<file path="src/rtl/dec_steer_pkg.sv">
package dec_steer_pkg;

  parameter int unsigned NUOP_W = 3;

  typedef struct packed {
    logic              fused;
    logic              cplx;
    logic              ucode;
    logic [NUOP_W-1:0] ent;
    logic [NUOP_W-1:0] uops;
  } lane_cls_t;

  // Classify one instruction for steering.
  function automatic lane_cls_t classify(input logic [NUOP_W-1:0] n,
                                         input logic fusible,
                                         input logic fuse_off,
                                         input int unsigned cplx_max);
    lane_cls_t c;
    c.fused = fusible && !fuse_off && (n == NUOP_W'(2));
    c.ucode = (32'(n) > cplx_max);
    c.cplx  = !c.fused && !c.ucode && (n > NUOP_W'(1));
    c.ent   = c.ucode ? '0 : (c.fused ? NUOP_W'(1) : n);
    c.uops  = c.ucode ? '0 : n;
    return c;
  endfunction

  // Room check against queue free space.
  function automatic logic room_ok(input int unsigned used,
                                   input int unsigned add,
                                   input int unsigned free);
    return (used + add) <= free;
  endfunction

endpackage

</file>
<file path="src/rtl/dec_lane_class.sv">
module dec_lane_class
  import dec_steer_pkg::*;
#(
  parameter int unsigned CPLX_MAX = 4
) (
  input  logic [NUOP_W-1:0] nuops,
  input  logic              fusible,
  input  logic              fuse_off,
  output lane_cls_t         cls
);
  assign cls = classify(nuops, fusible, fuse_off, CPLX_MAX);
endmodule

</file>
<file path="src/rtl/dec_group_sel.sv">
module dec_group_sel
  import dec_steer_pkg::*;
#(
  parameter int unsigned LANES = 3,
  parameter int unsigned QW    = 4,
  parameter int unsigned TW    = 2,
  parameter int unsigned EW    = 3,
  parameter int unsigned UW    = 4
) (
  input  logic [LANES-1:0] valid,
  input  lane_cls_t        cls [LANES],
  input  logic             busy,
  input  logic [QW-1:0]    q_free,
  output logic [TW-1:0]    take,
  output logic [EW-1:0]    ent_sum,
  output logic [UW-1:0]    uop_sum,
  output logic [TW-1:0]    fus_sum,
  output logic [LANES-1:0] acc_mask,
  output logic             ucode_go
);
  always_comb begin : walk
    logic stop;
    stop     = busy;
    take     = '0;
    ent_sum  = '0;
    uop_sum  = '0;
    fus_sum  = '0;
    acc_mask = '0;
    ucode_go = 1'b0;
    for (int i = 0; i < LANES; i++) begin
      if (!stop) begin
        if (!valid[i]) begin
          stop = 1'b1;
        end else if (i == 0 && cls[i].ucode) begin
          take     = TW'(1);
          ucode_go = 1'b1;
          acc_mask[i] = 1'b1;
          stop     = 1'b1;
        end else if (i != 0 && (cls[i].cplx || cls[i].ucode)) begin
          stop = 1'b1;
        end else if (!room_ok(32'(ent_sum), 32'(cls[i].ent), 32'(q_free))) begin
          stop = 1'b1;
        end else begin
          ent_sum     = ent_sum + EW'(cls[i].ent);
          uop_sum     = uop_sum + UW'(cls[i].uops);
          fus_sum     = fus_sum + TW'(cls[i].fused);
          take        = take + TW'(1);
          acc_mask[i] = 1'b1;
        end
      end
    end
  end
endmodule

</file>
<file path="src/rtl/dec_ucode_ctl.sv">
module dec_ucode_ctl (
  input  logic clk,
  input  logic rst_n,
  input  logic go,
  input  logic done,
  output logic busy
);
  always_ff @(posedge clk or negedge rst_n) begin
    if (!rst_n)            busy <= 1'b0;
    else if (busy && done) busy <= 1'b0;
    else if (go)           busy <= 1'b1;
  end
endmodule

</file>
<file path="src/rtl/dec_steer_fuse.sv">
module dec_steer_fuse
  import dec_steer_pkg::*;
#(
  parameter int unsigned LANES    = 3,
  parameter int unsigned CPLX_MAX = 4,
  parameter int unsigned QW       = 4
) (
  input  logic                                   clk,
  input  logic                                   rst_n,
  input  logic [LANES-1:0]                       in_valid,
  input  logic [LANES*NUOP_W-1:0]                in_nuops,
  input  logic [LANES-1:0]                       in_fusible,
  input  logic                                   fuse_off,
  input  logic [QW-1:0]                          q_free,
  input  logic                                   ucode_done,
  output logic [$clog2(LANES+1)-1:0]             take_cnt,
  output logic                                   ucode_req,
  output logic [$clog2(CPLX_MAX+LANES)-1:0]      out_entries,
  output logic [$clog2(CPLX_MAX+2*LANES-1)-1:0]  out_uops,
  output logic [$clog2(LANES+1)-1:0]             out_fused,
  output logic [$clog2(LANES)-1:0]               out_simple_used
);
  localparam int unsigned TW = $clog2(LANES+1);
  localparam int unsigned EW = $clog2(CPLX_MAX+LANES);
  localparam int unsigned UW = $clog2(CPLX_MAX+2*LANES-1);
  localparam int unsigned SW = $clog2(LANES);

  lane_cls_t        cls [LANES];
  logic [TW-1:0]    grp_take;
  logic [EW-1:0]    grp_ent;
  logic [UW-1:0]    grp_uops;
  logic [TW-1:0]    grp_fus;
  logic [LANES-1:0] grp_mask;
  logic             ucode_go;
  logic             busy;
  logic [TW-1:0]    simple_nxt;

  for (genvar g = 0; g < LANES; g++) begin : g_lane
    dec_lane_class #(.CPLX_MAX(CPLX_MAX)) u_cls (
      .nuops   (in_nuops[g*NUOP_W +: NUOP_W]),
      .fusible (in_fusible[g]),
      .fuse_off(fuse_off),
      .cls     (cls[g])
    );
  end

  dec_group_sel #(.LANES(LANES), .QW(QW), .TW(TW), .EW(EW), .UW(UW)) u_grp (
    .valid   (in_valid),
    .cls     (cls),
    .busy    (busy),
    .q_free  (q_free),
    .take    (grp_take),
    .ent_sum (grp_ent),
    .uop_sum (grp_uops),
    .fus_sum (grp_fus),
    .acc_mask(grp_mask),
    .ucode_go(ucode_go)
  );

  dec_ucode_ctl u_uc (
    .clk  (clk),
    .rst_n(rst_n),
    .go   (ucode_go),
    .done (ucode_done),
    .busy (busy)
  );

  // Lanes beyond lane 0 go to simple decoders.
  assign simple_nxt = (grp_mask[0] && !ucode_go) ? (grp_take - TW'(1)) : '0;

  assign take_cnt  = grp_take;
  assign ucode_req = busy;

  always_ff @(posedge clk or negedge rst_n) begin
    if (!rst_n) begin
      out_entries     <= '0;
      out_uops        <= '0;
      out_fused       <= '0;
      out_simple_used <= '0;
    end else begin
      out_entries     <= grp_ent;
      out_uops        <= grp_uops;
      out_fused       <= grp_fus;
      out_simple_used <= simple_nxt[SW-1:0];
    end
  end
endmodule

</file>
<file path="config.mk">
export PLATFORM = sky130hd
export DESIGN_NAME = dec_steer_fuse
export DESIGN_NICKNAME = d
export VERILOG_FILES = /design/src/rtl/dec_steer_pkg.sv /design/src/rtl/dec_lane_class.sv /design/src/rtl/dec_group_sel.sv /design/src/rtl/dec_ucode_ctl.sv /design/src/rtl/dec_steer_fuse.sv
export SDC_FILE = /design/constraint.sdc
export NUM_CORES = 1
export LEC_CHECK = 0
export BUFFER_PORTS_ARGS = -buffer_cell sky130_fd_sc_hd__buf_4
export CORE_ASPECT_RATIO = 1.1
export CORE_MARGIN = 1
export CORE_UTILIZATION = 45
export DETAILED_ROUTE_END_ITERATION = 7
export PLACE_DENSITY = 0.68
export SYNTH_ARGS = -nofsm -noshare
export SYNTH_HDL_FRONTEND = slang
export SYNTH_SLANG_ARGS = --single-unit
</file>
<file path="constraint.sdc">
create_clock -name clk -period 17.4 [get_ports clk]
set_input_delay 2.61 -clock clk [delete_from_list [all_inputs] [get_ports clk]]
set_output_delay 2.61 -clock clk [all_outputs]
set_load 0.02 [all_outputs]
</file>
== Word-level counts from Yosys, hierarchy flattened ==
Index checks and enable logic that the tools add are counted.

* Add/subtract/negate cells: 11
* Order comparisons: 8
* Equal/unequal tests: 3
* Muxes and demuxes: 74
* Reductions and logical operators: 21

{| class="wikitable"
|+ Operators by type and width
! cell !! number
|-
| $le A32 B4 Y1 || 2
|-
| $mux W3 || 21
|-
| $mux W2 || 23
|-
| $mux W4 || 11
|-
| $mux W1 || 19
|-
| $logic_and A1 B1 Y1 || 12
|-
| $eq A3 B2 Y1 const B || 3
|-
| $gt A3 B3 Y1 const B || 3
|-
| $add A3 B3 Y4 || 2
|-
| $add A4 B3 Y4 || 2
|-
| $add A3 B3 Y3 || 2
|-
| $gt A3 B1 Y1 const B || 2
|-
| $logic_not A1 Y1 || 6
|-
| $add A2 B1 Y2 || 2
|-
| $add A2 B1 Y2 const B || 2
|-
| $le A3 B4 Y1 || 1
|-
| $logic_or A1 B1 Y1 || 2
|-
| $reduce_bool A2 Y1 || 1
|-
| $sub A2 B1 Y2 const B || 1
|}

* Register bits: 12
* Input bits: 23
* Output and inout port bits: 14
* Logic and storage cells: 122

== Longest topological paths before layout ==
* Depth in word-level cells: 24
* Gate-level depth with buffers: 30
* Mapped depth without buffers: 29

== Hierarchy ==
From an unflattened synthesis, not the netlist that was laid out.

* Cell total of the unflattened synthesis: 215
* Area total of the unflattened synthesis: 1808.0 sq um

{| class="wikitable"
|+ By module, submodules not included
! module !! instances !! cells an instance !! area an instance (sq um) !! seq. area each (sq um)
|-
| dec_group_sel || 1 || 158 || 1208.7 || 0.0
|-
| dec_steer_fuse || 1 || 15 || 297.8 || 275.3
|-
| dec_lane_class || 3 || 13 || 87.6 || 0.0
|-
| dec_ucode_ctl || 1 || 3 || 38.8 || 25.0
|}

== Least setup slack after synthesis ==
Ideal clock, no wire load.

* Path kind: input port to output port
* From: input port fuse_off
* To: output port take_cnt[0]
* Arrival: 8.183 ns
* Required time: 14.790 ns
* Setup slack: 6.607 ns
* Stages: 30
* Path buffers: 2
* Cells stage by stage: inv_1 a31oi_1 or2_2 ha_1 a311oi_2 a21oi_1 nand2_1 inv_1 ha_1 a21o_1 a21o_1 ha_1 and2_1 o21ai_1 a32oi_4 nor2_4 buf_4 a22oi_1 ha_1 inv_1 fa_1 xnor2_1 ha_1 nand2_1 o21bai_1 o2bb2ai_1 nand2_1 buf_2 nor2_1 xnor2_1

* Longest elaborated chain between the ends: 22
* Elaborated cells on any way between the ends: 57
* Classes of those cells: 5 x add/sub; 3 x order compare; 34 x mux; 15 x reduce/logical

{| class="wikitable"
|+ Ends and longest elaborated chain
! item !! RTL line !! RTL
|-
| start: declaration || dec_steer_fuse.sv:13 || <nowiki>input logic fuse_off,</nowiki>
|-
| $logic_not A1 Y1 (*) || dec_steer_pkg.sv:19 || <nowiki>c.fused = fusible && !fuse_off && (n == NUOP_W'(2));</nowiki>
|-
| $logic_and A1 B1 Y1 (2 in a row) || dec_steer_pkg.sv:19 ||
|-
| $mux W3 (2 in a row) || dec_steer_pkg.sv:22 || <nowiki>c.ent = c.ucode ? '0 : (c.fused ? NUOP_W'(1) : n);</nowiki>
|-
| $le A3 B4 Y1 || dec_steer_pkg.sv:31 || <nowiki>return (used + add) <= free;</nowiki>
|-
| $mux W3 || dec_group_sel.sv:41 || <nowiki>end else if (!room_ok(32'(ent_sum), 32'(cls[i].ent), 32'(q_free))) begin</nowiki>
|-
| $mux W3 || dec_group_sel.sv:34 || <nowiki>end else if (i == 0 && cls[i].ucode) begin</nowiki>
|-
| $mux W3 || dec_group_sel.sv:32 || <nowiki>if (!valid[i]) begin</nowiki>
|-
| $mux W3 || dec_group_sel.sv:31 || <nowiki>if (!stop) begin</nowiki>
|-
| (+4 left out) || -- ||
|-
| $mux W3 || dec_group_sel.sv:32 ||
|-
| $mux W3 || dec_group_sel.sv:31 ||
|-
| $add A3 B3 Y4 || dec_steer_pkg.sv:31 ||
|-
| $le A32 B4 Y1 || dec_steer_pkg.sv:31 ||
|-
| $mux W2 || dec_group_sel.sv:41 ||
|-
| $mux W2 || dec_group_sel.sv:39 || <nowiki>end else if (i != 0 && (cls[i].cplx || cls[i].ucode)) begin</nowiki>
|-
| $mux W2 || dec_group_sel.sv:32 ||
|-
| $mux W2 (*) || dec_group_sel.sv:31 ||
|-
| end: declaration || dec_steer_fuse.sv:16 || <nowiki>output logic [$clog2(LANES+1)-1:0] take_cnt,</nowiki>
|}

Mark *: on every way between the ends. The rest lies on a longest branch, timed or not.

== Final worst setup path ==
* From: input port in_nuops[1]
* To: output port take_cnt[1]

* Longest elaborated chain between the ends: 21
* Elaborated cells on any way between the ends: 41
* Classes of those cells: 5 x add/sub; 4 x order compare; 1 x eq/ne; 30 x mux; 1 x reduce/logical

{| class="wikitable"
|+ Ends and longest elaborated chain
! item !! RTL line !! RTL
|-
| start: declaration || dec_steer_fuse.sv:11 || <nowiki>input logic [LANES*NUOP_W-1:0] in_nuops,</nowiki>
|-
| $eq A3 B2 Y1 || dec_steer_pkg.sv:19 ||
|-
| $logic_and A1 B1 Y1 || dec_steer_pkg.sv:19 ||
|-
| $mux W3 (2 in a row) || dec_steer_pkg.sv:22 ||
|-
| $le A3 B4 Y1 || dec_steer_pkg.sv:31 ||
|-
| $mux W3 || dec_group_sel.sv:41 ||
|-
| $mux W3 || dec_group_sel.sv:34 ||
|-
| $mux W3 || dec_group_sel.sv:32 ||
|-
| $mux W3 || dec_group_sel.sv:31 ||
|-
| (+4 left out) || -- ||
|-
| $mux W3 || dec_group_sel.sv:32 ||
|-
| $mux W3 || dec_group_sel.sv:31 ||
|-
| $add A3 B3 Y4 || dec_steer_pkg.sv:31 ||
|-
| $le A32 B4 Y1 || dec_steer_pkg.sv:31 ||
|-
| $mux W2 || dec_group_sel.sv:41 ||
|-
| $mux W2 || dec_group_sel.sv:39 ||
|-
| $mux W2 || dec_group_sel.sv:32 ||
|-
| $mux W2 (*) || dec_group_sel.sv:31 ||
|}

Marks and branches as above.

==> impl_metrics.toml <==
[status]
status = "completed"

[worst_setup_path]
cp.arrival_ns = 9.14
critPathTopFamily = "adder cells"
path_common_cell = "ha_1"
required_ns = 14.79
crit_path_top_delay_cell = "a311oi_2"
end_kind = "output port"
crit_path_max_fanout = 14
cp_slowest_stage_delay_ns = 0.60
startpoint_type = "input port"
critPathBufInv = 7
critical_path_class = "in -> out"

[placed_design]
post-place-ws_ns = 5.68
place_congestion = 0.842
dpl-instance-area_sq_um = 2020
io_buffers = 36
post-dp-hpwl_microns = 3290

[power_and_ir_drop]
leakage_nw = 1.09
ir_worst_vdd_v = 0.0000203
p_per_area_nw_per_um2 = 49.4

[detailed_routing]
ant_nets = 0
drc_errors = 0
dr.pass1.iters = 4
wl_microns = 3860
viasPerCell = 5.23
avgRoutedWirePerCell_microns = 13.6
num_vias = 1481
first_iter_violations = 64

[logic_synthesis]
ys_seq_area_share_pct = 17.7
ys.flop_type = "dfrtp_1"
yosys-top-cells-area = "ha_1 19%, dfrtp_1 18%, a21oi_1 4.7%, fa_1 4.7%, inv_1 4.6%"
synth_area_sq_um = 1700
ys_types = 47
avgSynthCellArea_sq_um = 8.72
async_flop_share_pct = 100
synth_warnings = 0
synth-seq-cells = 12
synth_cells = 195
synth.top_cells.by_count = "26 x ha_1, 21 x inv_1, 16 x a21oi_1, 13 x nand2_1, 12 x dfrtp_1"
synth_top_area_share_pct = 19.1
yosysMostFrequentCell = "ha_1"
synth_edf_count = 0
yosys.area.top_type = "ha_1"
synth_nets = 248

[layout]
drive_gt1_share_pct = 26.2
utilization_pct = 57.2
area_growth_pct = 22.1
nNetsFinal = 287
design_area_sq_um = 2080
fillers = 361
antennaDiodeCount = 0

[clocking]
cts_made_buffers = 3
worstSkewPairLatency_ns = 0.23
root_buffer = "clkbuf_8"
htreeDepth = 1
cts_resized = 0
post_cts_buffers = 0
cts.path.max_buffers = 2
cts_sinks = 12
cts.clk_slew.worst_paths_ns = 0.05
cts_hold_buf = 0
cts_tree = "built"

[sta]
hold_slack_ns = 0.563
finClkSkew_ns = 0.000336
worst_pin_slew_ns = 0.623
rsz0062_at_grt = "no"
max_freq_ghz = 0.0851
setup-violations-final = 0
slew_violations = 0
slew_headroom_pct = 58.5
fin_tns_setup_ns = 0
fin_crit_ns = 11.75
final-hold-violation-count = 0
fin_crit_sh_pct = 67.5
setup_ws_ns = 5.65

[grt]
grt_max_degree = 18
antenna_found_initial = 0
grtUsageTotal_pct = 21.4
grt_pass1_wl_microns = 6450
grt_pass1_vias = 1407
gr-total-overflow = 0

[flow_run]
max_cap_violations = 0

[floorplanning]
die-area_sq_um = 4030
dieHeight_microns = 66.5
io_pins = 37
row_count = 23
start_util_pct = 46.9
die_x_microns = 60.6
core_area_sq_um = 3630

[worst_hold_path]
holdCritPathClass = "reg -> reg"
area by class of cell:
class | count | area, sq um | share of cell area (%)
multi-input cells | 157 | 1300 | 62.5
flip-flops and latches | 12 | 300 | 14.5
repair buffers | 36 | 270 | 13.0
inverters | 24 | 90.1 | 4.34
well taps | 50 | 62.6 | 3.01
clock buffers | 4 | 55.1 | 2.65
power breakdown:
part / switching [mW] / leakage [nW] / internal [mW]
registers: 0.000461 / 0.164 / 0.0293
clock network: 0.00885 / 0.0288 / 0.0199
logic: 0.0252 / 0.901 / 0.0188
worst paths after layout:
| check | start | end | slack, ns | cells past startpoint |
|---|---|---|---|---|
| min in group asynchronous | rst_n | u_uc.busy | 2.20 | 1 |
| setup reg to reg | u_uc.busy | out_simple_used[1] | 11.37 | 25 |
| hold reg to reg | u_uc.busy | u_uc.busy | 0.56 | 2 |
| hold / removal | u_uc.busy | u_uc.busy | 0.56 | 2 |
| max in group asynchronous | rst_n | out_uops[1] | 15.06 | 1 |
| setup / recovery | in_nuops[1] | take_cnt[1] | 5.65 | 29 |
registers in the layout, summed over array words and instances, names as in the netlist:
register and flops:
out_uops 4, out_entries 3, out_fused 2, out_simple_used 2, u_uc.busy 1
cells in the final DEF, fill, tap and decap left out, drive strengths merged:
cell type / n
nand2: 14
inv: 24
nand2b: 4
o211ai: 2
nor3: 4
a21o: 8
clkbuf: 4
o21ai: 9
a21boi: 1
xor2: 2
o22ai: 4
nor2b: 5
o2bb2ai: 2
a31oi: 3
ha: 26
o21bai: 1
a32oi: 1
or3: 3
fa: 4
nor3b: 7
xnor2: 4
a22oi: 2
or3b: 1
a21oi: 18
mux2i: 7
and2b: 1
a21bo: 1
or2: 2
buf: 36
nand3: 4
a311oi: 1
nor2: 9
and2: 6
o21a: 1
dfrtp: 12
per-stage QoR:
stage / cells / power [mW]
floorplan: 195 / 0.0597
global placement: 279 / 0.0736
detailed placement: 279 / 0.0742
CTS: 283 / 0.103
global route: 283 / 0.110
finish: 283 / 0.103
routing by layer:
layer	global-route usage [%]	routed length [microns]	vias to the layer above
li1	-	-	767
met1	27.9	1850	680
met2	37.1	1830	27
met3	0.971	105	7
met4	7.10	76	0
met5	0	0	-
cell families (layout without fill, tap and decap cells):
family | after synthesis | count (layout) | share of synthesized area [%]
AND/OR/NAND/NOR | 60 | 60 | 20.2
XOR/XNOR | 6 | 6 | 3.09
flip-flops | 12 | 12 | 17.7
adder cells (fa/ha/maj) | 30 | 30 | 23.8
AO/OA/AOI/OAI | 54 | 54 | 25.0
multiplexers | 7 | 7 | 4.12
buffers and inverters | 26 | 64 | 6.03
worst min-delay path, stage by stage, from the launching register on:
cell and delay, ns:
dfrtp_1 0.39, inv_1 0.06, o22ai_1 0.07
(Power assumes the default switching activity.)
